<file path="src/rtl/tmr_slave_pkg.sv">
package tmr_slave_pkg;

    typedef enum logic [2:0] {
        SM_FREE   = 3'd0,
        SM_ENC_B  = 3'd1,
        SM_ENC_A  = 3'd2,
        SM_ENC_AB = 3'd3,
        SM_RESET  = 3'd4,
        SM_GATED  = 3'd5,
        SM_START  = 3'd6,
        SM_EXTCLK = 3'd7
    } smode_e;

    localparam int unsigned NUM_SENSE = 3;  // ti1, ti2, trgi
    localparam int unsigned SNS_TI1   = 0;
    localparam int unsigned SNS_TI2   = 1;
    localparam int unsigned SNS_TRG   = 2;

endpackage

</file>
<file path="src/rtl/tmr_edge_hist.sv">
module tmr_edge_hist #(
    parameter int unsigned N = 3
) (
    input  logic         clk,
    input  logic         rst_n,
    input  logic [N-1:0] lvl_i,
    output logic [N-1:0] chg_o,
    output logic [N-1:0] rise_o
);

    logic [N-1:0] prev_d, prev_q;

    always_comb begin
        prev_d = lvl_i;
    end

    always_ff @(posedge clk) begin
        if (!rst_n) prev_q <= '0;
        else        prev_q <= prev_d;
    end

    for (genvar g = 0; g < N; g++) begin : g_sense
        assign chg_o[g]  = lvl_i[g] ^ prev_q[g];
        assign rise_o[g] = lvl_i[g] & ~prev_q[g];
    end

endmodule

</file>
<file path="src/rtl/tmr_quad_dec.sv">
module tmr_quad_dec (
    input  logic use_a_i,   // count on channel 1 changes
    input  logic use_b_i,   // count on channel 2 changes
    input  logic ti1_i,
    input  logic ti2_i,
    input  logic chg1_i,
    input  logic chg2_i,
    output logic up_o,
    output logic dn_o
);

    logic a_ok, b_ok, a_up, b_up;

    always_comb begin
        // both channels moving at once carries no direction information
        a_ok = use_a_i & chg1_i & ~(use_b_i & chg2_i);
        b_ok = use_b_i & chg2_i & ~(use_a_i & chg1_i);
        a_up = ti1_i ^ ti2_i;
        b_up = ~(ti1_i ^ ti2_i);
        up_o = (a_ok & a_up) | (b_ok & b_up);
        dn_o = (a_ok & ~a_up) | (b_ok & ~b_up);
    end

endmodule

</file>
<file path="src/rtl/tmr_cnt_core.sv">
module tmr_cnt_core #(
    parameter int unsigned W = 16
) (
    input  logic         clk,
    input  logic         rst_n,
    input  logic         inc_i,
    input  logic         dec_i,
    input  logic         clr_i,
    input  logic         dir_we_i,
    input  logic         dir_i,
    input  logic [W-1:0] arr_i,
    output logic [W-1:0] cnt_o,
    output logic         dir_o,
    output logic         upd_o
);

    typedef struct packed {
        logic [W-1:0] cnt;
        logic         dir;
        logic         upd;
    } core_t;

    localparam logic [W-1:0] ONE = W'(1);

    core_t st_d, st_q;

    always_comb begin
        st_d     = st_q;
        st_d.upd = 1'b0;
        if (clr_i) begin
            st_d.cnt = '0;
            st_d.upd = 1'b1;
        end else if (inc_i) begin
            if (st_q.cnt >= arr_i) begin
                st_d.cnt = '0;
                st_d.upd = 1'b1;
            end else begin
                st_d.cnt = st_q.cnt + ONE;
            end
        end else if (dec_i) begin
            if (st_q.cnt == '0) begin
                st_d.cnt = arr_i;
                st_d.upd = 1'b1;
            end else begin
                st_d.cnt = st_q.cnt - ONE;
            end
        end
        if (dir_we_i) st_d.dir = dir_i;
    end

    always_ff @(posedge clk) begin
        if (!rst_n) st_q <= '0;
        else        st_q <= st_d;
    end

    assign cnt_o = st_q.cnt;
    assign dir_o = st_q.dir;
    assign upd_o = st_q.upd;

    AST_UPD_AT_BOUND: assert property (@(posedge clk) disable iff (!rst_n)
        st_q.upd |-> (st_q.cnt == '0 || st_q.cnt == $past(arr_i)));
    AST_ONE_STEP_KIND: assert property (@(posedge clk) disable iff (!rst_n)
        $onehot0({inc_i, dec_i}));

endmodule

</file>
<file path="src/rtl/tmr_slave_ctrl.sv">
module tmr_slave_ctrl
    import tmr_slave_pkg::*;
#(
    parameter int unsigned CNT_W = 16
) (
    input  logic             clk,
    input  logic             rst_n,
    input  logic [2:0]       mode_i,
    input  logic             cnt_en_i,
    input  logic             ti1_i,
    input  logic             ti2_i,
    input  logic             trgi_i,
    input  logic [CNT_W-1:0] arr_i,
    output logic [CNT_W-1:0] cnt_o,
    output logic             dir_o,
    output logic             upd_o
);

    typedef struct packed {
        logic run;
    } ctl_t;

    smode_e               mode;
    logic [NUM_SENSE-1:0] lvl, chg, rise;
    logic                 trg_rise;
    logic                 use_a, use_b, q_up, q_dn;
    logic                 inc, dec, clr, dir_we, dir_val;
    ctl_t                 ctl_d, ctl_q;

    assign mode          = smode_e'(mode_i);
    assign lvl[SNS_TI1]  = ti1_i;
    assign lvl[SNS_TI2]  = ti2_i;
    assign lvl[SNS_TRG]  = trgi_i;
    assign trg_rise      = rise[SNS_TRG];

    tmr_edge_hist #(.N(NUM_SENSE)) i_hist (
        .clk    (clk),
        .rst_n  (rst_n),
        .lvl_i  (lvl),
        .chg_o  (chg),
        .rise_o (rise)
    );

    assign use_a = (mode == SM_ENC_A) || (mode == SM_ENC_AB);
    assign use_b = (mode == SM_ENC_B) || (mode == SM_ENC_AB);

    tmr_quad_dec i_quad (
        .use_a_i (use_a),
        .use_b_i (use_b),
        .ti1_i   (ti1_i),
        .ti2_i   (ti2_i),
        .chg1_i  (chg[SNS_TI1]),
        .chg2_i  (chg[SNS_TI2]),
        .up_o    (q_up),
        .dn_o    (q_dn)
    );

    always_comb begin
        ctl_d   = ctl_q;
        inc     = 1'b0;
        dec     = 1'b0;
        clr     = 1'b0;
        dir_we  = 1'b0;
        dir_val = 1'b0;
        unique case (mode)
            SM_FREE:  inc = cnt_en_i;
            SM_ENC_B, SM_ENC_A, SM_ENC_AB: begin
                inc     = cnt_en_i & q_up;
                dec     = cnt_en_i & q_dn;
                dir_we  = inc | dec;
                dir_val = dec;
            end
            SM_RESET: begin
                clr = trg_rise;
                inc = cnt_en_i & ~trg_rise;
            end
            SM_GATED:  inc = cnt_en_i & trgi_i;
            SM_START:  inc = ctl_q.run | trg_rise;
            SM_EXTCLK: inc = cnt_en_i & trg_rise;
            default:   inc = 1'b0;
        endcase
        ctl_d.run = (mode == SM_START) & (ctl_q.run | trg_rise);
    end

    always_ff @(posedge clk) begin
        if (!rst_n) ctl_q <= '0;
        else        ctl_q <= ctl_d;
    end

    tmr_cnt_core #(.W(CNT_W)) i_core (
        .clk      (clk),
        .rst_n    (rst_n),
        .inc_i    (inc),
        .dec_i    (dec),
        .clr_i    (clr),
        .dir_we_i (dir_we),
        .dir_i    (dir_val),
        .arr_i    (arr_i),
        .cnt_o    (cnt_o),
        .dir_o    (dir_o),
        .upd_o    (upd_o)
    );

    AST_TRG_CLEARS: assert property (@(posedge clk) disable iff (!rst_n)
        (mode == SM_RESET && trg_rise) |=> (cnt_o == '0 && upd_o));
    AST_GATE_HOLDS: assert property (@(posedge clk) disable iff (!rst_n)
        (mode == SM_GATED && !trgi_i) |=> $stable(cnt_o));
    AST_ENC_IDLE: assert property (@(posedge clk) disable iff (!rst_n)
        (use_a | use_b) && !cnt_en_i |=> ($stable(cnt_o) && $stable(dir_o)));
    AST_EXT_NO_EDGE: assert property (@(posedge clk) disable iff (!rst_n)
        (mode == SM_EXTCLK && !trg_rise) |=> $stable(cnt_o));
    AST_X4_DOUBLE_DROP: assert property (@(posedge clk) disable iff (!rst_n)
        (mode == SM_ENC_AB && chg[SNS_TI1] && chg[SNS_TI2]) |-> !(q_up || q_dn));

endmodule

</file>
<file path="config.mk">
export PLATFORM = sky130hd
export DESIGN_NAME = tmr_slave_ctrl
export DESIGN_NICKNAME = d
export VERILOG_FILES = /design/src/rtl/tmr_slave_pkg.sv /design/src/rtl/tmr_edge_hist.sv /design/src/rtl/tmr_quad_dec.sv /design/src/rtl/tmr_cnt_core.sv /design/src/rtl/tmr_slave_ctrl.sv
export SDC_FILE = /design/constraint.sdc
export NUM_CORES = 1
export LEC_CHECK = 0
export CAP_MARGIN = 40
export CELL_PAD_IN_SITES_DETAIL_PLACEMENT = 1
export CELL_PAD_IN_SITES_GLOBAL_PLACEMENT = 1
export CORE_MARGIN = 10
export CORE_UTILIZATION = 34
export DETAILED_ROUTE_END_ITERATION = 8
export PLACE_DENSITY = 0.83
export SLEW_MARGIN = 20
export SYNTH_ARGS = -nofsm -noshare
export SYNTH_HDL_FRONTEND = slang
export SYNTH_SLANG_ARGS = --single-unit
export TNS_END_PERCENT = 5
</file>
<file path="constraint.sdc">
create_clock -name clk -period 2.25 [get_ports clk]
set_input_delay 0.225 -clock clk [delete_from_list [all_inputs] [get_ports clk]]
set_output_delay 0.225 -clock clk [all_outputs]
set_load 0.05 [all_outputs]
</file>
# Word level (Yosys, flattened, before mapping)
# Cells that the tools add are included.
# W data, S select, Z words.
[op_classes]
n_addsub = 2
magnitude_cmp = 1
eq_ne = 7
muxes = 13
bitwise_logic = 28
n_reduce_logical = 7
[op_table]
columns = ["operator", "count"]
rows = [
  ["$mux W16", 4],
  ["$add A16 B1 Y16 const B", 1],
  ["$ge A16 B16 Y1", 1],
  ["$logic_not A16 Y1", 1],
  ["$sub A16 B1 Y16 const B", 1],
  ["$and A1 B1 Y1", 15],
  ["$eq A3 B3 Y1 const B", 4],
  ["$mux W1", 8],
  ["$eq A3 B2 Y1 const B", 2],
  ["$not A1 Y1", 6],
  ["$pmux W1 S6", 1],
  ["$or A1 B1 Y1", 4],
  ["$eq A3 B1 Y1 const B", 1],
  ["$logic_not A3 Y1", 1],
  ["$reduce_or A3 Y1", 1],
  ["$xor A1 B1 Y1", 3],
  ["$logic_or A1 B1 Y1", 2],
  ["$reduce_bool A2 Y1", 1],
  ["$reduce_or A2 Y1", 1],
]
[totals]
register_bits = 22
in_bits = 25
out_inout_bits = 18

# Depth between registers and ports, before layout
# Gate-level depths: netlist (run 1).
[depth]
ltp_word = 12
mapped_depth = 10

# By module
# From an unflattened synthesis (run 1), not the netlist that was laid out.
[hier_totals]
cells_unflattened = 332
hier_area_um2 = 2412.3
[by_module_without_submodules]
columns = ["mod", "instances", "cells_per_inst", "area_each_um2", "seq_area_each_um2"]
rows = [
  ["tmr_cnt_core", 1, 289, 2064.5, 360.3],
  ["tmr_slave_ctrl", 1, 22, 163.9, 20.0],
  ["tmr_edge_hist", 1, 15, 138.9, 60.1],
  ["tmr_quad_dec", 1, 6, 45.0, 0.0],
]

# Worst setup path after synthesis (run 1)
# Ideal clock, no wire load.
[synth_path]
kind = "register to register"
from = "reg i_core.st_q (netlist bit i_core.cnt_o[4])"
to = "reg i_core.st_q (netlist bit i_core.cnt_o[15])"
setup_time_ps = 74
t_arrival_ps = 2582
t_required_ps = 2176
slack_ps = -406
stages_incl_launch_ff = 9
synth_period_minus_slack_ps = 2656
cell_sequence = "dfxtp_1 buf_6 or4_4 nand2b_4 or4_4 a21oi_2 nor2_1 or4_1 a31oi_1"
[synth_via]
elab_chain_len = 4
elab_cells_between_ends = 8
classes_between = "add/sub: 2; order compare: 1; mux: 4; reduce/logical: 1"
[synth_lines]
columns = ["element", "line", "source"]
rows = [
  ["start: declaration", "tmr_cnt_core.sv:25", "core_t st_d, st_q;"],
  ["start signal: assignment", "tmr_cnt_core.sv:53", "else st_q <= st_d;"],
  ["$sub A16 B1 Y16 or $logic_not A16 Y1 (tied branches)", "tmr_cnt_core.sv:45, tmr_cnt_core.sv:41", ""],
  ["$mux W16", "tmr_cnt_core.sv:41", "if (st_q.cnt == '0) begin"],
  ["$mux W16", "tmr_cnt_core.sv:40", "end else if (dec_i) begin"],
  ["$mux W16 (*)", "tmr_cnt_core.sv:33", "end else if (inc_i) begin"],
]
# Every way passes the cells marked *; elsewhere a longest branch is shown, timed or not. The select of a mux whose other input is x is not followed.
# A chain may end at the register's enable or synchronous reset.

# Final worst setup path (run 1)
[layout_path]
from = "reg i_core.st_q (netlist bit i_core.cnt_o[9])"
to = "reg i_core.st_q (netlist bit i_core.cnt_o[2])"
[layout_via]
elab_chain_len = 4
elab_cells_between_ends = 6
classes_between = "order compare: 1; mux: 4; reduce/logical: 1"
[layout_lines]
columns = ["element", "line"]
rows = [
  ["branches (longest 3 deep; another with $ge A16 B16 Y1)", "n/a"],
  ["$mux W16 (*)", "tmr_cnt_core.sv:33"],
]
# Mark *: on every way between the ends. The select of a mux whose other input is x is not followed.

==> qor.csv, run 1 <==
metric;value;unit
status;finished with violations;
failing checks;negative setup slack;
fillers;787;
largest delay contributor family on the critical path;compound AO/OA/AOI/OAI gates;
Vias/cell;5.83;
Residual DRC;0;
Async SR Flop Fraction;0;
WL per Instance;20.6;um
yosys warns;0;
Worst setup EP type;flip-flop;
Period minus WS final;2.42;ns
Critical Path Fanout Max;6;
WP data required;2.42;ns
syn avg cell area;7.22;um2
final hold vios;0;
met3 Use GR;0.0522;
maxcap violations;0;
max incr delay on CP;0.51;ns
Buf+Inv Stages, Crit Path;1;
met2 Use GR;0.326;
sequential fraction of the synthesis area;0.203;
ys flop type;dfxtp_1;
Slew Limit Fails;0;
Worst Max-Slew Pin Slew;0.569;ns
Die ar.;0.00996;mm2
flop and latch count out of synthesis;22;
Die H;99.8;um
leakage power;0.00148;uW
Placement Setup Slack;-0.577;ns
Starting Density;0.345;
crit share post-route;1.08;
Core Box Area;0.00628;mm2
drt first pass iters;5;
Setup Viol. Count Final;17;
clk sinks;22;
CTS H-tree depth;1;
final wirelength;9910;um
gr busiest metal;met2;
Setup CP Type;flip-flop to flip-flop;
pwr dens;568;mW/mm2
kind of start point of the critical path;flip-flop;
Synth-to-Final Area Change;60.0;%
critical path's slowest cell;o211ai_1;
Max-slew headroom;0.619;
nets;450;
Final Non-Filler Cells;482;
worst min path class;flip-flop to flip-flop;
CTS max path bufs;2;
EDFF count, synth;0;
multi-input logic area;0.00176;mm2
CP Cell Sequence;ha_4 > nand4_1 > nor2_2 > o2111ai_2 > o211ai_1 > buf_4 > nor2_1 > o221ai_1 > a21oi_1;
syn_nets;344;
port bufs;42;
Detailed Place HPWL;6990;um
mapped cell area;0.00217;mm2
Unique masters post-synth;51;
CTS root buf;clkbuf_8;
share of layout cells above drive strength 1;0.304;
Global Route Usage Sum;0.190;
RSZ-0062 raised after global routing;yes;
vias in the first global route;2982;
IO Pins;43;
Iteration-0 DRC Markers;303;
met1 Usage GRT;0.220;
Num CTS Buffers;3;
ANT cells;0;
setup slack after layout;-0.174;ns
via count;2811;
GR Overflow Total;0;
placed cells;473;
# rows;29;
area occupied by registers;467;um2
Worst EP arrival;2.59;ns
first-pass GRT wire length;15600;um
clk_lat worst skew;0.28;ns
Die W;99.8;um
Routed Antenna Nets;0;
Cells after Synth;300;
GPL Wtd Cong;0.962;
Clock Skew;0.00535;ns
clk slew on worst S/H paths;0.11;ns
largest net degree at the start of global routing;14;
CTS tree;yes;
initial antenna violation count;0;
Worst VDD drop;0.293;mV
fmax;0.413;GHz
[kinds of logic (layout without fill, tap and decap cells)]
family / count (synthesis) / count (layout) / synth area share
simple gates: 115 / 115 / 0.274
compound gates: 81 / 81 / 0.244
buf+inv: 41 / 146 / 0.0768
flops: 22 / 22 / 0.203
fa+ha+maj: 19 / 19 / 0.110
xor+xnor: 17 / 17 / 0.0687
mux: 5 / 5 / 0.0231
[timing repair]
item / 4_1_cts / 5_1_grt
pin swaps: 22 / 9
hold buffers: 0 / 0
resized for setup: 39 / 13
setup endpoints to repair: 17 / 17
setup buffers: 5 / 0
[per-layer routing]
metal / vias up / part of all wire
li1: 1300 / -
met1: 1371 / 0.42
met2: 113 / 0.48
met3: 27 / 0.069
met4: 0 / 0.032
met5: - / 0
[state kept, by name (all words and copies together), names as in the netlist]
signal         count
i_core.dir_o       1
i_core.upd_o       1
i_core.cnt_o      16
i_hist.prev_q      3
ctl_q              1
[through the flow]
stage	TNS (ns)	instance area [um2]	util	total power, uW	hold slack (ns)
floorplan	-1.10	2190	-	1030	0.347
global placement	-6.64	3150	0.502	1440	0.481
detailed placement	-8.66	3150	0.502	1480	0.490
CTS	-0.971	3400	0.542	1910	0.504
global route	-3.49	3470	0.552	2050	0.561
finish	-1.78	3470	0.552	1970	0.511
[cells in the final DEF (no fill, tap or decap), types with 4 or more instances in the layout]
cell,count
o21ai_0,14
a31oi_1,5
dlygate4sd2_1,6
inv_1,20
nand3_1,9
inv_2,5
mux2i_1,5
dfxtp_1,13
nand2_1,24
nand4_1,5
dfxtp_4,6
and2_1,5
a211oi_1,5
nor2_1,32
a21oi_1,20
ha_1,12
o221ai_1,4
nor3_1,13
ha_4,7
buf_4,75
xnor2_1,10
xor2_1,7
clkdlybuf4s50_1,34
[cell usage after synthesis, types with 3 or more instances]
cell / count / area [um2]
nand3_1: 9 / 45.0
o21ai_0: 15 / 75.1
o21a_1: 3 / 22.5
and2_1: 5 / 31.3
mux2i_1: 5 / 50.1
o211ai_1: 3 / 22.5
dfxtp_1: 22 / 440
nand4_1: 5 / 31.3
and3_1: 3 / 18.8
inv_1: 25 / 93.8
xnor2_1: 10 / 87.6
o221ai_1: 4 / 35.0
or4_1: 3 / 22.5
nand2_1: 26 / 97.6
o31ai_1: 3 / 22.5
a21oi_1: 22 / 110
xor2_1: 7 / 61.3
clkbuf_1: 13 / 48.8
a31oi_1: 6 / 37.5
ha_1: 19 / 238
nor4_1: 3 / 18.8
a2111oi_0: 4 / 35.0
nor2_1: 33 / 124
nor3_1: 13 / 65.1
a211oi_1: 7 / 52.6
[layout make-up]
cell class | instances | area share
flip-flops and latches | 22 | 0.135
multi-input cells | 237 | 0.508
inverters | 25 | 0.0271
repair buffers | 117 | 0.283
clock buffers | 4 | 0.0191
well taps | 77 | 0.0278
[final timing paths]
path         cells after the start               to             from  slack, ns
max reg2reg                      9  i_core.cnt_o[2]  i_core.cnt_o[9]      -0.17
min                              2     i_core.dir_o     i_core.dir_o       0.51
min reg2reg                      2     i_core.dir_o     i_core.dir_o       0.51
max                              9  i_core.cnt_o[2]  i_core.cnt_o[9]      -0.17
[report_power, final]
part	switching, uW	internal (uW)
registers	25.2	417
clock network	172	194
logic	651	509
[worst register-to-register path, stage by stage, from the launching register on]
cell	delay (ns)
dfxtp_4	0.37
ha_4	0.26
nand4_1	0.20
nor2_2	0.23
o2111ai_2	0.17
o211ai_1	0.51
buf_4	0.26
nor2_1	0.06
o221ai_1	0.16
a21oi_1	0.08
No activity file was read; power rests on OpenSTA's default activity.
==> run 2, diff against run 1 <==
--- a/config.mk
+++ b/config.mk
@@ -9,9 +9,11 @@
 export CELL_PAD_IN_SITES_DETAIL_PLACEMENT = 1
 export CELL_PAD_IN_SITES_GLOBAL_PLACEMENT = 1
 export CORE_MARGIN = 10
-export CORE_UTILIZATION = 34
+export CORE_UTILIZATION = 28
 export DETAILED_ROUTE_END_ITERATION = 8
-export PLACE_DENSITY = 0.83
+export HOLD_SLACK_MARGIN = 0.1
+export MAX_ROUTING_LAYER = met4
+export PLACE_DENSITY = 0.72
 export SLEW_MARGIN = 20
 export SYNTH_ARGS = -nofsm -noshare
 export SYNTH_HDL_FRONTEND = slang
==> run 2 against run 1 <==
  * The flow still finishes with violations (negative setup slack)
  * Utilization decreased by 7.9 points
  * Setup slack better by 0.13 ns
  * Clock skew about the same
  * Non-clock buffer count rose by 6
  * Via count fell by 4.2%
  * Combinational power up 4%
  * Global-route usage fell by 2.9 points
  * Critical path type unchanged
  * Largest cell class unchanged
  * Largest power group unchanged
==> qor.csv, run 2 (synthesis results as in run 1) <==
metric;value;unit;change
Max-slew headroom;0.634;;+0.0157
critical path's slowest cell;o211ai_1;;
cts hold-fix bufs;0;;unchanged
CTS root buf;clkbuf_8;;
GR Overflow Total;0;;unchanged
Worst setup EP type;flip-flop;;
Worst VDD drop;0.241;mV;-18%
met2 Use GR;0.280;;-0.0454
max incr delay on CP;0.48;ns;-0.03 ns
met1 Usage GRT;0.183;;-0.0371
CTS H-tree depth;1;;unchanged
clk sinks;22;;unchanged
initial antenna violation count;0;;unchanged
clk slew on worst S/H paths;0.09;ns;-0.02 ns
Starting Density;0.285;;-0.0603
Largest register FFs;16;;unchanged
Setup CP Type;flip-flop to flip-flop;;
commonest non-fill, non-tap cell in the layout;buf_4;;
Setup Viol. Count Final;10;;-7
worst min path class;flip-flop to flip-flop;;
Period minus WS final;2.29;ns;-0.132 ns
Die ar.;0.0117;mm2;+17%
WL per Instance;17.9;um;-13%
share of layout cells above drive strength 1;0.355;;+0.0515
Vias/cell;5.25;;-10%
largest delay contributor family on the critical path;compound AO/OA/AOI/OAI gates;;
RSZ-0062 raised after global routing;yes;;
Worst Max-Slew Pin Slew;0.544;ns;-0.0260 ns
Power, Total;1960;uW;-0.26%
GPL Wtd Cong;0.912;;-5.2%
Routed Antenna Nets;0;;unchanged
Reg-to-Reg Start;i_core.cnt_o[14];;
port bufs;42;;unchanged
status;finished with violations;;
failing checks;negative setup slack;;
Final Non-Filler Cells;513;;+6.4%
clk_lat worst skew;0.27;ns;about the same
placed cells;504;;+6.6%
Placement Setup Slack;-0.498;ns;+0.0783 ns
setup slack after layout;-0.0421;ns;+0.132 ns
largest net degree at the start of global routing;16;;+2
Iteration-0 DRC Markers;119;;-61%
hold_sp;i_core.dir_o;;
drt first pass iters;4;;-1
CP Cell Sequence;ha_4 > nand4_1 > nor2_2 > o2111ai_2 > o211ai_1 > buf_4 > nor2_1 > o221ai_1 > a21oi_1;;
design area;0.00360;mm2;+3.8%
# rows;32;;+10%
Worst Setup SP;i_core.cnt_o[14];;
Critical Path Fanout Max;6;;unchanged
Residual DRC;0;;unchanged
first-pass GRT wire length;14800;um;-5.1%
fmax;0.436;GHz;+5.8%
CTS tree;yes;;
Slew Limit Fails;0;;unchanged
Core Box Area;0.00761;mm2;+21%
Worst EP arrival;2.46;ns;-0.13 ns
WP data required;2.42;ns;about the same
met3 Use GR;0.0250;;-0.0272
Cell Area, Placed;0.00323;mm2;+2.4%
Buf+Inv Stages, Crit Path;1;;unchanged
Die W;108;um;+8.2%
vias in the first global route;2997;;+0.50%
final wirelength;9160;um;-7.6%
Die H;108;um;+8.2%
maxcap violations;0;;unchanged
kind of start point of the critical path;flip-flop;;
leakage power;0.00151;uW;+2.1%
ANT cells;0;;unchanged
CTS max path bufs;2;;unchanged
final hold vios;0;;unchanged
Detailed Place HPWL;7240;um;+3.6%
Clock Skew;0.00494;ns;-0.000410 ns
gr busiest metal;met2;;
via count;2693;;-4.2%
IO Pins;43;;unchanged
commonest non-fill, non-tap cells in the layout;79 x buf_4, 34 x clkdlybuf4s50_1, 31 x nor2_1, 24 x nand2_1;;
Global Route Usage Sum;0.161;;-0.0289
Num CTS Buffers;3;;unchanged
pwr dens;546;mW/mm2;-3.9%
nets;456;;+1.3%
Synth-to-Final Area Change;66.1;%;
crit share post-route;1.02;;-0.0587
[run 2: path summary, 6_finish.rpt]
check / end / slack [ns] / cells past startpoint
setup / recovery: i_core.cnt_o[2] / -0.04 / 9
hold / removal: i_core.dir_o / 0.48 / 2
setup reg to reg: i_core.cnt_o[2] / -0.04 / 9
hold reg to reg: i_core.dir_o / 0.48 / 2
[run 2: report_power, final]
| group | switching, uW | internal (uW) | total [uW] |
|---|---|---|---|
| logic | 648 | 564 | 1210 |
| registers | 28.6 | 418 | 446 |
| clock network | 149 | 157 | 305 |
[run 2: metal layers]
metal / part of all wire / vias up
met4: 0.010 / 0
met3: 0.042 / 14
met5: 0 / -
li1: - / 1315
met1: 0.43 / 1302
met2: 0.52 / 62
[run 2: layout make-up]
type,instances,area [um2]
flip-flops and latches,22,465
multi-input cells,237,1830
well taps,102,128
inverters,25,93.8
clock buffers,4,55.1
repair buffers,123,1030
fillers,961,4010
[run 2: worst register-to-register path, delay by kind of cell (launching register included)]
| family | cells | cell delay (ns) |
|---|---|---|
| AO/OA/AOI/OAI | 4 | 0.85 |
| adder cells (fa/ha/maj) | 1 | 0.27 |
| buffers and inverters | 1 | 0.25 |
| flip-flops | 1 | 0.35 |
| AND/OR/NAND/NOR | 3 | 0.46 |
[run 2: repair_timing]
| action | CTS | global route |
|---|---|---|
| setup endpoints to repair | 17 | 17 |
| pin swaps | 28 | 9 |
| setup buffers | 3 | 2 |
| gates resized for setup | 54 | 19 |
[run 2: stage by stage]
step | setup TNS, ns | utilization | hold WS [ns]
after floorplan | -1.10 | - | 0.347
after global placement | -4.68 | 0.424 | 0.475
after detailed placement | -6.44 | 0.424 | 0.473
after CTS | -0.190 | 0.461 | 0.488
after global routing | -1.41 | 0.473 | 0.530
final | -0.244 | 0.473 | 0.484
